==> config.mk <==
export PLATFORM = sky130hd
export DESIGN_NAME = decoder_tree
export DESIGN_NICKNAME = d
export VERILOG_FILES = /design/src/rtl/decoder_tree_pkg.sv /design/src/rtl/dec_cell.sv /design/src/rtl/out_polarity.sv /design/src/rtl/decoder_tree.sv
export SDC_FILE = /design/constraint.sdc
export NUM_CORES = 1
export LEC_CHECK = 0
export BUFFER_PORTS_ARGS = -buffer_cell sky130_fd_sc_hd__buf_2
export CORE_AREA = 4 4 41 43
export DETAILED_ROUTE_END_ITERATION = 7
export DIE_AREA = 0 0 45 47
export GPL_TIMING_DRIVEN = 0
export PLACE_DENSITY = 0.6
export RECOVER_POWER = 100
export SYNTH_ARGS = -nofsm -noshare
export SYNTH_HDL_FRONTEND = slang
export SYNTH_HIERARCHICAL = 1
export SYNTH_SLANG_ARGS = --single-unit
==> constraint.sdc <==
create_clock -name vclk -period 0.8
set_input_delay 0.12 -clock vclk [all_inputs]
set_output_delay 0.12 -clock vclk [all_outputs]
set_load 0.02 [all_outputs]
==> src/rtl/decoder_tree_pkg.sv <==
package decoder_tree_pkg;
  // geometry of one cell and of the two-level tree
  parameter int CELL_SEL_W = 2;
  localparam int CELL_OUT_W = 1 << CELL_SEL_W;
  localparam int TREE_SEL_W = 2 * CELL_SEL_W;
  localparam int TREE_OUT_W = 1 << TREE_SEL_W;
  localparam int LEAF_CNT   = CELL_OUT_W;
endpackage

==> src/rtl/dec_cell.sv <==
module dec_cell
  import decoder_tree_pkg::*;
(
  input  logic                  gate,
  input  logic [CELL_SEL_W-1:0] code,
  output logic [CELL_OUT_W-1:0] line
);
  // one line per minterm, all low while the gate is low
  for (genvar i = 0; i < CELL_OUT_W; i++) begin : g_line
    assign line[i] = gate && (code == CELL_SEL_W'(i));
  end
endmodule

==> src/rtl/out_polarity.sv <==
module out_polarity #(
  parameter bit ACTIVE_LOW = 1'b0,
  parameter int W          = 16
) (
  input  logic [W-1:0] hot,
  output logic [W-1:0] pin
);
  if (ACTIVE_LOW) begin : g_inv
    assign pin = ~hot;
  end else begin : g_pass
    assign pin = hot;
  end
endmodule

==> src/rtl/decoder_tree.sv <==
module decoder_tree
  import decoder_tree_pkg::*;
#(
  parameter bit ACTIVE_LOW = 1'b0
) (
  input  logic                  en,
  input  logic [TREE_SEL_W-1:0] sel,
  output logic [TREE_OUT_W-1:0] y
);
  logic [LEAF_CNT-1:0]   grp_gate;
  logic [TREE_OUT_W-1:0] hot;

  // root stage: upper select bits pick which leaf is gated on
  dec_cell u_root (
    .gate (en),
    .code (sel[TREE_SEL_W-1:CELL_SEL_W]),
    .line (grp_gate)
  );

  // leaf stage: lower select bits shared by every leaf
  for (genvar g = 0; g < LEAF_CNT; g++) begin : g_leaf
    dec_cell u_leaf (
      .gate (grp_gate[g]),
      .code (sel[CELL_SEL_W-1:0]),
      .line (hot[g*CELL_OUT_W +: CELL_OUT_W])
    );
  end

  out_polarity #(.ACTIVE_LOW(ACTIVE_LOW), .W(TREE_OUT_W)) u_pol (
    .hot (hot),
    .pin (y)
  );
endmodule

Word level (Yosys, flattened, before mapping)
Index checks and enable logic that the tools add are counted.
Operators by class
  equality and inequality tests: 6
  reductions and logical operators: 22
Operators by type and width (number)
  1-bit logical AND: 20
  2-bit equality test, second input constant: 4
  2-bit by 1-bit equality test with 1-bit output, second input constant: 2
  2-bit zero test: 2
Storage, ports and cells
  bits in registers: 0
  input bits: 5
  output and inout bits: 16
  logic and storage cells: 28

Logic depth before layout (Yosys ltp)
  depth in word-level cells: 3
  mapped depth: 3
  mapped depth without buffers: 2

Modules after synthesis
Netlist, hierarchy kept.
By module, submodules not included
  dec_cell: times used 5, cells each 4, area each 37.5 µm², seq. area each 0.0 µm²
  out_polarity: times used 1, cells each 16, area each 120.1 µm², seq. area each 0.0 µm²

Worst setup path before layout
Ideal clock, no wire load.
  path kind: input to output
  from: input en
  to: output y[15]
  arrival: 0.662 ns
  data required time: 0.680 ns
  path slack: 0.018 ns
  cell stages on the path: 3
  buffers on the path: 1
  cells stage by stage: and3_2 -> and3_2 -> buf_4
On the way
  cells in the longest elaborated chain, start to end: 2
RTL lines
  start: declaration: line decoder_tree.sv:6  | input logic en,
  1-bit logical AND (2 in series): line dec_cell.sv:10  | assign line[i] = gate && (code == CELL_SEL_W'(i));
  end: declaration: line decoder_tree.sv:8  | output logic [TREE_OUT_W-1:0] y
Every way passes these cells.

Worst setup path in the final report
  from: input sel[2]
  to: output y[8]
On the way
  cells in the longest elaborated chain, start to end: 3
RTL lines
  start: declaration: line decoder_tree.sv:7  | input logic [TREE_SEL_W-1:0] sel,
  2-bit equality test: line dec_cell.sv:10
  1-bit logical AND: line dec_cell.sv:10
  net grp_gate[2]: line decoder_tree.sv:10  | logic [LEAF_CNT-1:0] grp_gate;
  1-bit logical AND: line dec_cell.sv:10
The timed path passes the listed nets, and every way through them passes these cells.

==> results_dict.tcl <==
set metrics [dict create \
    status "finished, violations left" \
    violated_checks "negative setup slack" \
    number_of_nets_with_antenna_violations_after_routing 0 \
    synthDistinctLibCells 4 \
    cellInternalPower_uw 77.4 \
    grt_pass1_wl_mm 1.10 \
    p_sw_uw 66.8 \
    final_period_minus_worst_setup_slack_ns 0.925 \
    final_min_period_over_clock_period 1.16 \
    share_seq_of_total_power 0 \
    synth_seq_area_share 0 \
    worst_slew_margin_rel 0.880 \
    tightest_slew_ns 0.180 \
    drt-initial-drc-count 0 \
    post-route-drc-count 0 \
    grt_util_met2 0.102 \
    gr_layer_usage_met3 0.00383 \
    grt_antenna_before_repair 0 \
    syn_nets 41 \
    max_cap_violations 0 \
    synth_area_leader_cell "buf_4" \
    chipHeight_um 47 \
    globalRouteMet1Util 0.0989 \
    grt_pass1_vias 243 \
    finalWirelength_um 613 \
    hold-path-cell-count 3 \
    drt_first_pass_iters 1 \
    synth-warning-count 6 \
    area.growth.synth_to_final_pct 54.9 \
    fin_tns_setup_ns -1.21 \
    register_area_sq_um 0 \
    unrepaired_setup_endpoints_after_global_routing "true" \
    post-route-worst-setup-slack_ns -0.125 \
    ir_drop_mv 0.138 \
    detailroute.via_count 245 \
    share_of_the_synthesized_area_in_the_top_cell_type 0.390 \
    finalNetCount 48 \
    start_kind "primary input" \
    final-max-slew-violation-count 0 \
    die_x_um 45 \
    placement.io_buffers 21 \
    pre_cts_ws_ns -0.249 \
    power.static_leakage_nw 0.241 \
    grt-ovfl-total 0 \
    fmax_ghz 1.08 \
    layout-drive-gt1-share 0.805 \
    detailedPlacementHpwl_um 472 \
    pwr_density_cell_nw_per_um2 303 \
    post_synth_inst_count 36 \
    finalWeightedCongestion 0.590 \
    grt_busiest_layer "met2" \
    criticalPathCategory "in2out" \
    endpoint_kind "primary output" \
    commonest_non_fill_non_tap_cell_in_the_layout "buf_6" \
    grt_overall_usage 0.0637 \
    layout.sequential_cells 0 \
    std_cell_rows 13 \
    worstPathRequired_ns 0.68 \
    vias_per_cell 4.38 \
    core_area_sq_um 1300 \
    final-hold-violation-count 0 \
    utilization 0.366 \
    clk_buf_instances 0 \
    power.switching_fraction 0.463 \
    io_count 21 \
    clock_power_share 0 \
    most-common-layout-cells "buf_6 (17), and3b_1 (8), and3_4 (5)" \
    hold_path.class "in2out" \
    filler_cell_count 145 \
    critical_path.max_fanout 4 \
    per_instance_average_area_after_synthesis_sq_um 8.55 \
    grt_start_max_net_pins 17 \
    hold_end "y[8]" \
    floorplan.initialDensity 0.237 \
    ys_top_cells_by_area "buf_4 (39%), and3b_1 (28%), nor3b_2 (20%)" \
    hold_path_startpoint "sel[1]" \
    setup_violations 16 \
    post_drt_wl_per_cell_um 10.9 \
    insertedDiodeCount 0 \
    comb_power_share 1.000 \
    synth.cell_area_sq_um 308 \
    fp.dieArea_sq_um 2120 \
    arrival_ns 0.81 \
]
[worst max path at each step]
stage	startpoint	endpoint	depth (start not counted)
5_1_grt	sel[3]	y[0]	4
3_3_place_gp	en	y[15]	5
4_1_cts	sel[2]	y[8]	4
3_5_place_dp	en	y[15]	5
6_report	sel[2]	y[8]	4
2_1_floorplan	en	y[15]	3
[Yosys cell counts, drive strengths merged]
cell and n:
and3 5, and3b 10, buf 16, nor3b 5
[routing by layer]
layer / vias up / wire length [um]
li1: 123 / -
met1: 108 / 264
met2: 14 / 291
met3: 0 / 57
met4: 0 / 0
met5: - / 0
[cells by family after synthesis]
| kind of cell | Yosys count | synth area share |
|---|---|---|
| AND/OR/NAND/NOR | 20 | 0.610 |
| buffers and inverters | 16 | 0.390 |
[power by group through the flow]
stage	combinational, mW	clock [mW]	sequential (mW)
2_1_floorplan	0.0639	0	0
3_3_place_gp	0.113	0	0
3_5_place_dp	0.114	0	0
4_1_cts	0.147	0	0
5_1_grt	0.155	0	0
6_report	0.144	0	0
[repair_timing]
action | in CTS | in global routing
pin swaps | 7 | 2
setup endpoints to repair | 16 | 16
buffers inserted | 0 | 0
hold buffers | 0 | 0
gates resized for setup | 49 | 0
hold endpoints to repair | 0 | 0
[metrics by stage]
step	instances	power, mW	area [sq um]	hold WS [ns]
2_1_floorplan	36	0.0639	308	0.399
3_3_place_gp	72	0.113	432	0.806
3_5_place_dp	72	0.114	432	0.806
4_1_cts	57	0.147	488	0.615
5_1_grt	56	0.155	477	0.637
6_report	56	0.144	477	0.612
[worst max-delay path, cell delays in order]
cell and delay (ns):
buf_8 0.10, and3b_2 0.25, nor3b_4 0.19, buf_6 0.14
[cell type report]
cell class	count	area (sq um)	share of cell area
timing repair buffer	21	236	0.496
multi-input combinational	20	221	0.465
tap	15	18.8	0.0394
(Power assumes the default switching activity.)
